$ cat src/rtl/lift_pkg.sv
package lift_pkg;
  localparam int unsigned DATA_W  = 10;
  localparam int unsigned COEF_W  = 6;
  localparam int unsigned SCALE_SH = 3;
  localparam int unsigned PROD_W  = DATA_W + COEF_W;

  typedef logic signed [DATA_W-1:0] sample_t;
  typedef logic signed [COEF_W-1:0] coef_t;
  typedef logic signed [PROD_W-1:0] prod_t;
endpackage

$ cat src/rtl/lift_booth_mul.sv
module lift_booth_mul #(
  parameter int unsigned DATA_W = 10,
  parameter int unsigned COEF_W = 6,
  localparam int unsigned PROD_W = DATA_W + COEF_W,
  localparam int unsigned NUM_PP = COEF_W / 2
) (
  input  logic signed [DATA_W-1:0] data_i,
  input  logic signed [COEF_W-1:0] coef_i,
  output logic signed [PROD_W-1:0] prod_o
);
  // coefficient with an implicit zero below bit 0 for the first digit
  logic [COEF_W:0]                 coef_pad;
  logic signed [PROD_W-1:0]        data_ext;
  logic signed [PROD_W-1:0]        pp [NUM_PP];

  assign coef_pad = {coef_i, 1'b0};
  assign data_ext = {{(PROD_W-DATA_W){data_i[DATA_W-1]}}, data_i};

  for (genvar k = 0; k < NUM_PP; k++) begin : g_pp
    logic [2:0]               trip;
    logic signed [PROD_W-1:0] mag;
    assign trip = coef_pad[2*k+2 : 2*k];
    always_comb begin
      case (trip)
        3'b001, 3'b010: mag = data_ext;
        3'b011:         mag = data_ext <<< 1;
        3'b100:         mag = -(data_ext <<< 1);
        3'b101, 3'b110: mag = -data_ext;
        default:        mag = '0;
      endcase
    end
    assign pp[k] = mag <<< (2*k);
  end

  always_comb begin
    prod_o = '0;
    for (int k = 0; k < NUM_PP; k++) begin
      prod_o = prod_o + pp[k];
    end
  end
endmodule

$ cat src/rtl/lift_scale_trunc.sv
module lift_scale_trunc #(
  parameter int unsigned DATA_W   = 10,
  parameter int unsigned PROD_W   = 16,
  parameter int unsigned SCALE_SH = 3
) (
  input  logic signed [PROD_W-1:0] prod_i,
  output logic signed [DATA_W-1:0] trunc_o
);
  localparam int unsigned TOP_LSB = SCALE_SH + DATA_W;

  // arithmetic shift then truncation is a bit slice of the product
  assign trunc_o = prod_i[TOP_LSB-1 : SCALE_SH];

  if (SCALE_SH > 0) begin : g_low_drop
    logic unused_low;
    assign unused_low = ^prod_i[SCALE_SH-1:0];
  end
  if (TOP_LSB < PROD_W) begin : g_high_drop
    logic unused_high;
    assign unused_high = ^prod_i[PROD_W-1:TOP_LSB];
  end
endmodule

$ cat src/rtl/lift_add3.sv
module lift_add3 #(
  parameter int unsigned DATA_W = 10
) (
  input  logic signed [DATA_W-1:0] a_i,
  input  logic signed [DATA_W-1:0] b_i,
  input  logic signed [DATA_W-1:0] c_i,
  output logic signed [DATA_W-1:0] sum_o
);
  // modulo 2^DATA_W: carries beyond the width are discarded
  always_comb begin
    sum_o = a_i + b_i + c_i;
  end
endmodule

$ cat src/rtl/lift_step_core.sv
module lift_step_core
  import lift_pkg::*;
(
  input  logic              clk,
  input  logic              rst_n,
  input  logic              in_valid,
  input  logic [DATA_W-1:0] x_in,
  input  logic [DATA_W-1:0] y_in,
  input  logic [DATA_W-1:0] z_in,
  input  logic [COEF_W-1:0] ci_in,
  input  logic [COEF_W-1:0] cj_in,
  output logic              out_valid,
  output logic [DATA_W-1:0] w_out
);
  prod_t   prod_i, prod_j;
  sample_t term_i, term_j, sum_w;
  sample_t res_d, res_q;
  logic    vld_d, vld_q;

  lift_booth_mul #(.DATA_W(DATA_W), .COEF_W(COEF_W)) mul_i_u (
    .data_i(sample_t'(y_in)), .coef_i(coef_t'(ci_in)), .prod_o(prod_i));
  lift_booth_mul #(.DATA_W(DATA_W), .COEF_W(COEF_W)) mul_j_u (
    .data_i(sample_t'(z_in)), .coef_i(coef_t'(cj_in)), .prod_o(prod_j));

  lift_scale_trunc #(.DATA_W(DATA_W), .PROD_W(PROD_W), .SCALE_SH(SCALE_SH)) sc_i_u (
    .prod_i(prod_i), .trunc_o(term_i));
  lift_scale_trunc #(.DATA_W(DATA_W), .PROD_W(PROD_W), .SCALE_SH(SCALE_SH)) sc_j_u (
    .prod_i(prod_j), .trunc_o(term_j));

  lift_add3 #(.DATA_W(DATA_W)) add_u (
    .a_i(sample_t'(x_in)), .b_i(term_i), .c_i(term_j), .sum_o(sum_w));

  // next-state: result register enabled by in_valid
  always_comb begin
    vld_d = in_valid;
    res_d = in_valid ? sum_w : res_q;
  end

  always_ff @(posedge clk or negedge rst_n) begin
    if (!rst_n) begin
      vld_q <= 1'b0;
      res_q <= '0;
    end else begin
      vld_q <= vld_d;
      res_q <= res_d;
    end
  end

  assign out_valid = vld_q;
  assign w_out     = res_q;
endmodule

$ cat config.mk
export PLATFORM = sky130hd
export DESIGN_NAME = lift_step_core
export DESIGN_NICKNAME = d
export VERILOG_FILES = /design/src/rtl/lift_pkg.sv /design/src/rtl/lift_booth_mul.sv /design/src/rtl/lift_scale_trunc.sv /design/src/rtl/lift_add3.sv /design/src/rtl/lift_step_core.sv
export SDC_FILE = /design/constraint.sdc
export NUM_CORES = 1
export LEC_CHECK = 0
export CAP_MARGIN = 30
export CORE_UTILIZATION = 65
export CTS_CLUSTER_DIAMETER = 50
export DETAILED_ROUTE_END_ITERATION = 7
export DONT_BUFFER_PORTS = 1
export PLACE_DENSITY = 0.85
export SLEW_MARGIN = 30
export SYNTH_ARGS = -nofsm -noshare
export SYNTH_HDL_FRONTEND = slang
export SYNTH_SLANG_ARGS = --single-unit
$ cat constraint.sdc
create_clock -name clk -period 2.5 [get_ports clk]
set_clock_uncertainty 0.2 [all_clocks]
set_input_delay 0.375 -clock clk [delete_from_list [all_inputs] [get_ports clk]]
set_output_delay 0.375 -clock clk [all_outputs]
set_load 0.01 [all_outputs]
==> results of run 1 <==
## logic make-up after synthesis
| kind of cell | after synthesis | share of synthesized area |
|---|---|---|
| AO/OA/AOI/OAI | 206 | 0.2728 |
| XOR/XNOR | 50 | 0.1021 |
| buffers and inverters | 139 | 0.1087 |
| multiplexers | 34 | 0.07274 |
| flip-flops | 11 | 0.05615 |
| AND/OR/NAND/NOR | 193 | 0.1965 |
| adder cells (fa/ha/maj) | 58 | 0.1909 |
## per-stage QoR
| stage | hold slack [ps] | util |
|---|---|---|
| floorplan | -120.6 | - |
| global placement | -120.4 | 0.8498 |
| detailed placement | -120.4 | 0.8498 |
| CTS | 11.71 | 0.9050 |
## metal layers
| layer | GRT usage | overflow |
|---|---|---|
| met1 | 0.8597 | 2 |
| met2 | 1.176 | 280 |
| met3 | 0.7024 | 6 |
| met4 | 1.151 | 155 |
| met5 | 0.3831 | 0 |
## timing repair
action | in CTS
hold endpoints to repair | 12
gates resized for setup | 60
hold buffers | 2
setup endpoints to repair | 10
pin swaps | 52
setup buffers | 6
==> results_dict.tcl, run 1 <==
set metrics [dict create \
    grt_overflow 443 \
    place.gp.congestion 0.9495 \
    crit_endpoint "w_out[9]$_DFFE_PN0P_/D" \
    yosysTopAreaCellShare 0.1143 \
    outcome "stopped before the end" \
    clock_sinks 11 \
    synth_nets 794 \
    rows 31 \
    haltStage "global routing" \
    initial_core_util 0.6759 \
    synth_edf_count 0 \
    synth_area_sq_um 4902 \
    clock_path_buffers 2 \
    synth_cell_types 62 \
    yosys-top-cells-count "inv_1, nand2_1, o21ai_0" \
    error "[ERROR GRT-0232] Routing congestion too high. Check the congestion heatmap in the GUI." \
    synth_area_leader_cell "fa_1" \
    syn_inst 691 \
    ys.warnings.count 0 \
    placedCellCount 865 \
    async_flop_share 1.000 \
    synthFlopType "dfrtp_1" \
    worst-ep-kind "register data pin" \
    grt_usage 0.9399 \
    dp_hpwl_um 12900 \
    numCtsBuffers 3 \
    ys_ff_latch 11 \
    yosysSeqAreaShare 0.05615 \
    yosysMostFrequentCell "inv_1" \
    die_h_um 88.85 \
    placed_area_sq_um 6163 \
    io_buffers 0 \
    boundaryPins 56 \
    synth_area_leaders "fa_1, ha_1, inv_1" \
    htree_levels 1 \
    die_x_um 88.85 \
    syn_area_per_cell_sq_um 7.094 \
    grt_max_degree 54 \
    place_ws_ps -3272 \
    root_buffer "clkbuf_8" \
]
==> run 2: changes to the inputs <==
--- a/config.mk
+++ b/config.mk
@@ -6,11 +6,10 @@
 export NUM_CORES = 1
 export LEC_CHECK = 0
 export CAP_MARGIN = 30
-export CORE_UTILIZATION = 65
-export CTS_CLUSTER_DIAMETER = 50
+export CORE_UTILIZATION = 40
 export DETAILED_ROUTE_END_ITERATION = 7
 export DONT_BUFFER_PORTS = 1
-export PLACE_DENSITY = 0.85
+export PLACE_DENSITY_LB_ADDON = 0.15
 export SLEW_MARGIN = 30
 export SYNTH_ARGS = -nofsm -noshare
 export SYNTH_HDL_FRONTEND = slang
==> run 2 against run 1 <==
Net effect:
- the flow now finishes, with violations (setup timing)
- synthesized cell count unchanged
- area after synthesis unchanged
==> results_dict.tcl, run 2 <==
set metrics [dict create \
    outcome "finished, violations left" \
    failed_checks "setup timing" \
    met3_usage 0.02946 \
    multiInputGateArea_sq_um 4885 \
    num_antenna_cells 0 \
    hold_class "input pin to flop" \
    first_pass_iters 5 \
    synth_area_leaders "fa_1, ha_1, inv_1" \
    setup_slack_ps -2753 \
    htree_levels 1 \
    antenna_found_initial 0 \
    path_clk_slew_ps 40 \
    ir_drop_mv 0.7869 \
    yosysTopAreaCellShare 0.1143 \
    boundaryPins 56 \
    required_ps 2470 \
    worstRegToRegCells 1 \
    critical_path.max_stage_delay_ps 550 \
    period_needed_ps 5253 \
    place.gp.congestion 0.9112 \
    comb_power_share 0.905 \
    synth_nets 794 \
    syn_inst 691 \
    slowest_stage "fa_1" \
    placedCellCount 913 \
    post-route-cell-area_sq_um 6957 \
    root_buffer "clkbuf_16" \
    rr_endpoint "w_out[1]" \
    rsz0062_at_grt "yes" \
    startpoint_type "input pin" \
    startpoint "y_in[1]" \
    ys_ff_latch 11 \
    clock_sinks 11 \
    ant_nets 0 \
    synthFlopType "dfrtp_1" \
    critPathKind "input pin to flop" \
    total_power_mw 7.186 \
    grt_max_degree 54 \
    cellPowerDensity_nw_per_um2 1033 \
    seq_area_sq_um 275.3 \
    syn_area_per_cell_sq_um 7.094 \
    vias 5410 \
    grt_pass1_wl_um 26290 \
    slew_headroom 0.6594 \
    max_cap_viol_count 0 \
    yosys-top-cells-count "inv_1, nand2_1, o21ai_0" \
    largest_reg_flops 10 \
    seq_power_share 0.054 \
    tightest_slew_ps 509.3 \
    grt_pass1_vias 5441 \
    clockPowerShare 0.041 \
    switching_power_mw 2.902 \
    synth_cell_types 62 \
    grt_usage 0.2529 \
    yosysMostFrequentCell "inv_1" \
    crit_fanout 6 \
    end_kind "flop" \
    crit_end "w_out[9]" \
    avgViaCountPerCell 5.798 \
    setup_viol 10 \
    cts_tree "built" \
    initial_core_util 0.4098 \
    layout.nets 890 \
    layout-drive-gt1-share 0.3766 \
    clock_path_buffers 2 \
    max_freq_ghz 0.1904 \
    layout_common_cells "buf_4, nand2_1, inv_1" \
    swShare 0.4039 \
    die_area_sq_um 12700 \
    synth_area_leader_cell "fa_1" \
    arrival_ps 5220 \
    met1_usage 0.3293 \
    synth_edf_count 0 \
    p_leak_nw 3.099 \
    drt_iter0_drc 283 \
    numCtsBuffers 3 \
    slew_violations 0 \
    clk-insertion-delay-late_ps 240 \
    wl_per_cell_um 16.90 \
    async_flop_share 1.000 \
    hold_slack_ps 23.45 \
    syn_to_final_growth_pct 41.91 \
    synth_area_sq_um 4902 \
    final_cells 933 \
    drc_errors 0 \
    core_sq_um 11960 \
    placed_area_sq_um 6211 \
    hold_violations 0 \
    ys.warnings.count 0 \
    rows 40 \
    yosysSeqAreaShare 0.05615 \
    dp_hpwl_um 12010 \
    met2_usage 0.4391 \
    timing.final.crit_share 2.101 \
    io_buffers 0 \
    mostFrequentLayoutCell "buf_4" \
    rrSetupSlack_ps 1480 \
    die_h_um 112.7 \
    fill_cells 1095 \
    power.internal_mw 4.284 \
    die_x_um 112.7 \
    busiest_layer "met2" \
    routed_wl_um 15770 \
    r2r-start "w_out[1]" \
    grt_overflow 0 \
]
==> run 2: through the flow <==
stage | utilization | setup TNS [ps] | worst slack, ps
4_1_cts | 0.5618 | -19080 | -2771
6_report | 0.5816 | -18650 | -2753
3_3_place_gp | 0.5192 | -22390 | -3226
3_5_place_dp | 0.5192 | -22580 | -3276
2_1_floorplan | - | -19280 | -2941
5_1_grt | 0.5816 | -20240 | -3009
==> run 2: power groups by stage <==
stage / clock (mW) / combinational [mW] / sequential (mW)
after floorplan: 0 / 3.74 / 0.375
after global placement: 0 / 5.08 / 0.388
after CTS: 0.300 / 5.99 / 0.389
after detailed placement: 0 / 5.18 / 0.390
after global routing: 0.309 / 7.15 / 0.397
final: 0.295 / 6.50 / 0.389
==> run 2: layout make-up <==
class	instances	share of cell area
inverter	81	0.05018
timing repair buffer	149	0.1701
sequential	11	0.03957
clock buffer	3	0.01079
tap	147	0.02644
multi-input combinational	541	0.7022
clock inverter	1	0.0007194
==> run 2: worst max-delay path: cells and delay by family <==
| kind | cells | cell delay (ps) |
|---|---|---|
| compound gates | 6 | 960 |
| xor+xnor | 4 | 690 |
| fa+ha+maj | 5 | 1680 |
| buf+inv | 5 | 400 |
| simple gates | 6 | 1090 |
==> run 2: how the worst min path moves through the flow <==
stage | startpoint | end | slack, ps | cells after the start
final | in_valid | w_out[9] | 20 | 1
after global routing | in_valid | w_out[9] | 20 | 1
after CTS | in_valid | w_out[9] | 20 | 1
after detailed placement | rst_n | w_out[0] | -120 | 0
after global placement | rst_n | w_out[1] | -120 | 0
after floorplan | rst_n | out_valid | -120 | 0
==> run 2: kinds of logic (layout without fill, tap and decap cells) <==
| family | Yosys count | after routing | synth area share |
|---|---|---|---|
| buffers and inverters | 139 | 234 | 0.1087 |
| muxes | 34 | 34 | 0.07274 |
| xor gates and xnor gates | 50 | 50 | 0.1021 |
| and+or+nand+nor | 193 | 193 | 0.1965 |
| AOI/OAI and AO/OA | 206 | 206 | 0.2728 |
| DFF | 11 | 11 | 0.05615 |
| adders and majority gates | 58 | 58 | 0.1909 |
==> run 2: layer usage <==
| metal | vias up | wire [um] |
|---|---|---|
| met5 | - | 0 |
| met4 | 0 | 425 |
| met3 | 34 | 776 |
| met2 | 160 | 7836 |
| met1 | 2607 | 6727 |
| li1 | 2609 | - |
==> run 2: timing repair <==
action / 4_1_cts / 5_1_grt
gates resized for setup: 78 / 52
setup buffers: 17 / 11
hold buffers: 2 / 0
pin swaps: 35 / 41
hold endpoints to repair: 12 / 0
setup endpoints to repair: 10 / 10
Power figures use the tool's default switching activity.
==> run 3: changes to the inputs <==
--- a/config.mk
+++ b/config.mk
@@ -6,10 +6,11 @@
 export NUM_CORES = 1
 export LEC_CHECK = 0
 export CAP_MARGIN = 30
-export CORE_UTILIZATION = 40
+export CORE_UTILIZATION = 50
 export DETAILED_ROUTE_END_ITERATION = 7
 export DONT_BUFFER_PORTS = 1
 export PLACE_DENSITY_LB_ADDON = 0.15
+export REMOVE_ABC_BUFFERS = 1
 export SLEW_MARGIN = 30
 export SYNTH_ARGS = -nofsm -noshare
 export SYNTH_HDL_FRONTEND = slang
==> run 3 against run 2 <==
Net effect:
- total power rose by 13%
- fmax fell by 3.0%
- the run still ends with setup timing left
- sequential power rose by 2%
- die area fell by 20%
- clock-buffer cell count rose by 1
- final area rose by 1.3%
- sequential cell count did not move
- non-clock buffer count rose by 1
- sequential share of layout area barely moved
- combinational power rose by 16%
- global-route usage rose by 6.4 points
==> results_dict.tcl, run 3 (synthesis gave the netlist of run 2 again) <==
set metrics [dict create \
    outcome "finished, violations left" \
    failed_checks "setup timing" \
    place.gp.congestion 0.9466 \
    cellPowerDensity_nw_per_um2 1149 \
    avgViaCountPerCell 6.071 \
    cts_tree "built" \
    largest_reg_flops 10 \
    grt_max_degree 54 \
    grt_usage 0.3173 \
    startpoint_type "input pin" \
    max_cap_viol_count 0 \
    setup_slack_ps -2917 \
    clock_path_buffers 2 \
    layout_common_cells "buf_4, nand2_1, inv_1" \
    seq_area_sq_um 275.3 \
    syn_to_final_growth_pct 43.70 \
    worstRegToRegCells 1 \
    antenna_found_initial 0 \
    holdPathEnd "w_out[9]" \
    total_power_mw 8.097 \
    slew_violations 0 \
    rsz0062_at_grt "yes" \
    setup_viol 10 \
    grt_overflow 0 \
    die_h_um 101.0 \
    grt_pass1_vias 5406 \
    placed_area_sq_um 5788 \
    num_antenna_cells 0 \
    rr_endpoint "w_out[8]" \
    clock_sinks 11 \
    dp_hpwl_um 11360 \
    drc_errors 0 \
    drt_iter0_drc 450 \
    boundaryPins 56 \
    crit_fanout 6 \
    rrSetupSlack_ps 1450 \
    layout-drive-gt1-share 0.3825 \
    routed_wl_um 17410 \
    fill_cells 686 \
    p_leak_nw 3.126 \
    hold_start "in_valid" \
    root_buffer "clkbuf_8" \
    r2r-start "w_out[8]" \
    critPathKind "input pin to flop" \
    htree_levels 1 \
    period_needed_ps 5417 \
    ir_drop_mv 1.106 \
    tns_ps -20120 \
    initial_core_util 0.5231 \
    hold_violations 0 \
    core_sq_um 9371 \
    numCtsBuffers 3 \
    mostFrequentLayoutCell "buf_4" \
    clk-insertion-delay-late_ps 240 \
    vias 5561 \
    slew_headroom 0.6660 \
    path_clk_slew_ps 50 \
    max_freq_ghz 0.1846 \
    timing.final.crit_share 2.167 \
    arrival_ps 5380 \
    rows 35 \
    die_x_um 101.0 \
    hold_class "input pin to flop" \
    tightest_slew_ps 499.4 \
    hold_depth 1 \
    io_buffers 0 \
    wl_per_cell_um 19.01 \
    die_area_sq_um 10200 \
    grt_pass1_wl_um 25790 \
    layout.nets 891 \
    first_pass_iters 5 \
    end_kind "flop" \
    ant_nets 0 \
    multiInputGateArea_sq_um 4945 \
    post-route-cell-area_sq_um 7044 \
    required_ps 2470 \
]
## run 3: cell types whose count changed in the layout (fill, tap and decap cells not counted), moves of 3 or more
cell	previous run	this run
buf_4	131	120
buf_6	16	26
ha_1	11	7
ha_4	19	23
clkbuf_16	3	0
clkbuf_8	0	3
nand2_4	4	1
nand3_2	3	0
## run 3: worst max-delay path, stage by stage
cell	delay, ps
clkinv_16	30
ha_4	120
or3b_4	400
or3_4	430
or3_4	420
xnor2_2	160
o22ai_1	200
a2bb2oi_2	100
fa_1	540
inv_2	50
ha_4	280
o21a_1	150
nor2_2	50
nor2_1	130
xnor2_1	120
fa_1	500
inv_2	50
ha_4	150
nand2b_1	140
a31o_2	220
a21oi_2	170
xnor3_1	260
xnor3_1	210
a21oi_2	140
## run 3: worst max-delay path by stage
stage / start / end / slack (ps) / cells past startpoint
2_1_floorplan: y_in[0] / w_out[9] / -3420 / 23
3_3_place_gp: y_in[1] / w_out[9] / -3540 / 25
3_5_place_dp: y_in[1] / w_out[9] / -3710 / 25
4_1_cts: z_in[1] / w_out[9] / -2840 / 23
5_1_grt: y_in[1] / w_out[9] / -3080 / 25
6_report: z_in[1] / w_out[9] / -2920 / 24
## run 3: report_power, final
group | switching, mW | internal (mW) | leakage (nW) | total (mW)
logic | 3.25 | 4.27 | 2.97 | 7.52
clock network | 0.0679 | 0.112 | 0.0228 | 0.180
registers | 0.105 | 0.292 | 0.128 | 0.397
total | 3.42 | 4.67 | 3.13 | 8.10
## run 3: area by class of cell
| cell class | instances | share of cell area |
|---|---|---|
| well taps | 129 | 0.02291 |
| flip-flops and latches | 11 | 0.03908 |
| clock buffers | 4 | 0.006394 |
| multi-input cells | 541 | 0.7020 |
| repair buffers | 150 | 0.1780 |
| inverters | 81 | 0.05169 |
## run 3: what timing repair did
action / CTS / global route
hold buffers: 2 / 0
pin swaps: 85 / 27
buffers inserted: 22 / 6
gates resized for setup: 156 / 65
setup endpoints to repair: 10 / 10
hold endpoints to repair: 12 / 0
## run 3: layer usage
metal	share of wire	up-vias	GRT usage
met5	0	-	0
met4	0.026	0	0.07358
met3	0.076	39	0.07004
met2	0.48	241	0.5321
met1	0.42	2680	0.4152
li1	-	2601	-
## run 3: metrics by stage
| step | utilization | setup WS (ps) | instances | hold slack (ps) |
|---|---|---|---|---|
| 6_report | 0.7517 | -2917 | 916 | 23.11 |
| 5_1_grt | 0.7517 | -3081 | 916 | 9.445 |
| 4_1_cts | 0.7148 | -2843 | 911 | 32.98 |
| 3_5_place_dp | 0.6176 | -3712 | 889 | -120.4 |
| 3_3_place_gp | 0.6176 | -3538 | 889 | -120.4 |
| 2_1_floorplan | - | -3420 | 633 | -120.6 |
==> run 4: changes to the inputs <==
--- a/config.mk
+++ b/config.mk
@@ -6,7 +6,7 @@
 export NUM_CORES = 1
 export LEC_CHECK = 0
 export CAP_MARGIN = 30
-export CORE_UTILIZATION = 50
+export CORE_UTILIZATION = 40
 export DETAILED_ROUTE_END_ITERATION = 7
 export DONT_BUFFER_PORTS = 1
 export PLACE_DENSITY_LB_ADDON = 0.15
==> run 4 against run 3 <==
Net effect:
- setup slack improved by 14 ps
- final area fell by 3.5%
- clock-buffer cell count did not move
- the run still ends with setup timing left
- via count fell by 4.7%
- sequential share of layout area rose by 0.14 points
- fmax rose by 0.26%
- largest power group unchanged
- total power fell by 19%
- highest routed layer unchanged
- die area rose by 24%
- combinational power fell by 22%
- cell count rose by 1.4%
==> results_dict.tcl, run 4 (synthesis gave the netlist of run 2 again) <==
set metrics [dict create \
    required_ps 2420 \
    htree_levels 1 \
    io_buffers 0 \
    routed_wl_um 15590 \
    die_h_um 112.7 \
    wl_per_cell_um 16.78 \
    final_cells 929 \
    clock_sinks 11 \
    period_needed_ps 5402 \
    final_core_util 0.5685 \
    initial_core_util 0.4098 \
    rsz0062_at_grt "yes" \
    post-route-cell-area_sq_um 6800 \
    die_x_um 112.7 \
    outcome "finished, violations left" \
    wl_met3_um 604 \
    largest_reg_flops 10 \
    dp_hpwl_um 11470 \
    worstRegToRegCells 1 \
    cts_tree "built" \
    syn_to_final_growth_pct 38.72 \
    first_pass_iters 5 \
    cellPowerDensity_nw_per_um2 960.6 \
    num_antenna_cells 0 \
    die_area_sq_um 12700 \
    vias 5298 \
    ant_nets 0 \
    grt_usage 0.2437 \
    drt_iter0_drc 377 \
    avgViaCountPerCell 5.703 \
    p_leak_nw 3.030 \
    place.gp.congestion 0.8493 \
    placed_area_sq_um 5833 \
    r2r-start "w_out[6]" \
    slew_violations 0 \
    setup_viol 10 \
    path_clk_slew_ps 40 \
    route.met2.wl_um 7584 \
    hold_class "input pin to flop" \
    clock_path_buffers 2 \
    fill_cells 1093 \
    layout.nets 886 \
    hold_depth 1 \
    slew_headroom 0.6368 \
    layout-drive-gt1-share 0.3504 \
    rows 40 \
    antenna_found_initial 0 \
    rrSetupSlack_ps 1490 \
    layout_common_cells "buf_4, nand2_1, inv_1" \
    boundaryPins 56 \
    arrival_ps 5320 \
    mostFrequentLayoutCell "buf_4" \
    critical_path.max_stage_delay_ps 560 \
    worst-path-buf-inv 6 \
    max_cap_viol_count 0 \
    ir_drop_mv 0.6491 \
    grt_max_degree 54 \
    highest_layer "met4" \
    crit_fanout 6 \
    holdPathEnd "w_out[9]" \
    grt_pass1_vias 5177 \
    critPathKind "input pin to flop" \
    crit_family "adder cells" \
    drc_errors 0 \
    tightest_slew_ps 539.8 \
    failed_checks "setup timing" \
    grt_pass1_wl_um 25610 \
    hold_start "in_valid" \
    total_power_mw 6.532 \
    timing.final.crit_share 2.161 \
    rr_endpoint "w_out[6]" \
    setup_slack_ps -2902 \
    placedCellCount 910 \
    startpoint_type "input pin" \
    wl_met1_um 7319 \
    grt_overflow 0 \
    slowest_stage "or4_4" \
    end_kind "flop" \
    numCtsBuffers 3 \
    max_freq_ghz 0.1851 \
    hold_violations 0 \
    core_sq_um 11960 \
    root_buffer "clkbuf_16" \
    clk-insertion-delay-late_ps 230 \
]
[run 4: cell count changes in the layout (fill, tap and decap cells not counted), sizes merged]
cell,change
buf,-5
inv,+1
clkinv,-1
[run 4: metal layers]
metal  GRT usage  up-vias
met1      0.3477     2557
met4     0.01511        0
met5           0        -
li1            -     2595
met2      0.4235      136
met3     0.01393       10
[run 4: layout make-up]
class | instances | area (sq um) | share of cell area
sequential | 11 | 275.3 | 0.04048
timing repair buffer | 145 | 1142 | 0.1680
inverter | 81 | 357.8 | 0.05262
clock buffer | 4 | 78.83 | 0.01159
multi-input combinational | 541 | 4762 | 0.7003
tap | 147 | 183.9 | 0.02705
[run 4: how the worst max path moves through the flow]
| stage | depth (start not counted) | end | slack [ps] | start |
|---|---|---|---|---|
| finish | 26 | w_out[9] | -2900 | y_in[0] |
| global route | 24 | w_out[9] | -3090 | y_in[0] |
| CTS | 20 | w_out[9] | -2830 | y_in[0] |
| detailed placement | 22 | w_out[9] | -3660 | y_in[1] |
| global placement | 22 | w_out[9] | -3630 | y_in[1] |
| floorplan | 23 | w_out[9] | -3420 | y_in[0] |
[run 4: report_power, final]
group | total [mW] | internal, mW | switching (mW)
registers | 0.391 | 0.293 | 0.0983
clock network | 0.289 | 0.214 | 0.0754
logic | 5.85 | 3.35 | 2.50
total | 6.53 | 3.86 | 2.68
[run 4: metrics by stage]
| stage | hold WS [ps] | TNS, ps | setup slack (ps) |
|---|---|---|---|
| after floorplan | -120.6 | -21750 | -3420 |
| after global placement | -120.4 | -24050 | -3631 |
| after detailed placement | -120.4 | -24020 | -3662 |
| after CTS | 27.03 | -19190 | -2827 |
| after global routing | 11.13 | -20690 | -3093 |
| final | 15.44 | -19300 | -2902 |
[run 4: what timing repair did]
item                                   4_1_cts  5_1_grt
hold buffers                                 2        0
setup endpoints to repair                   10       10
resized for setup                           95       74
pin swaps                                   50       17
endpoints found under the hold margin       12        0
buffers inserted                             5       11
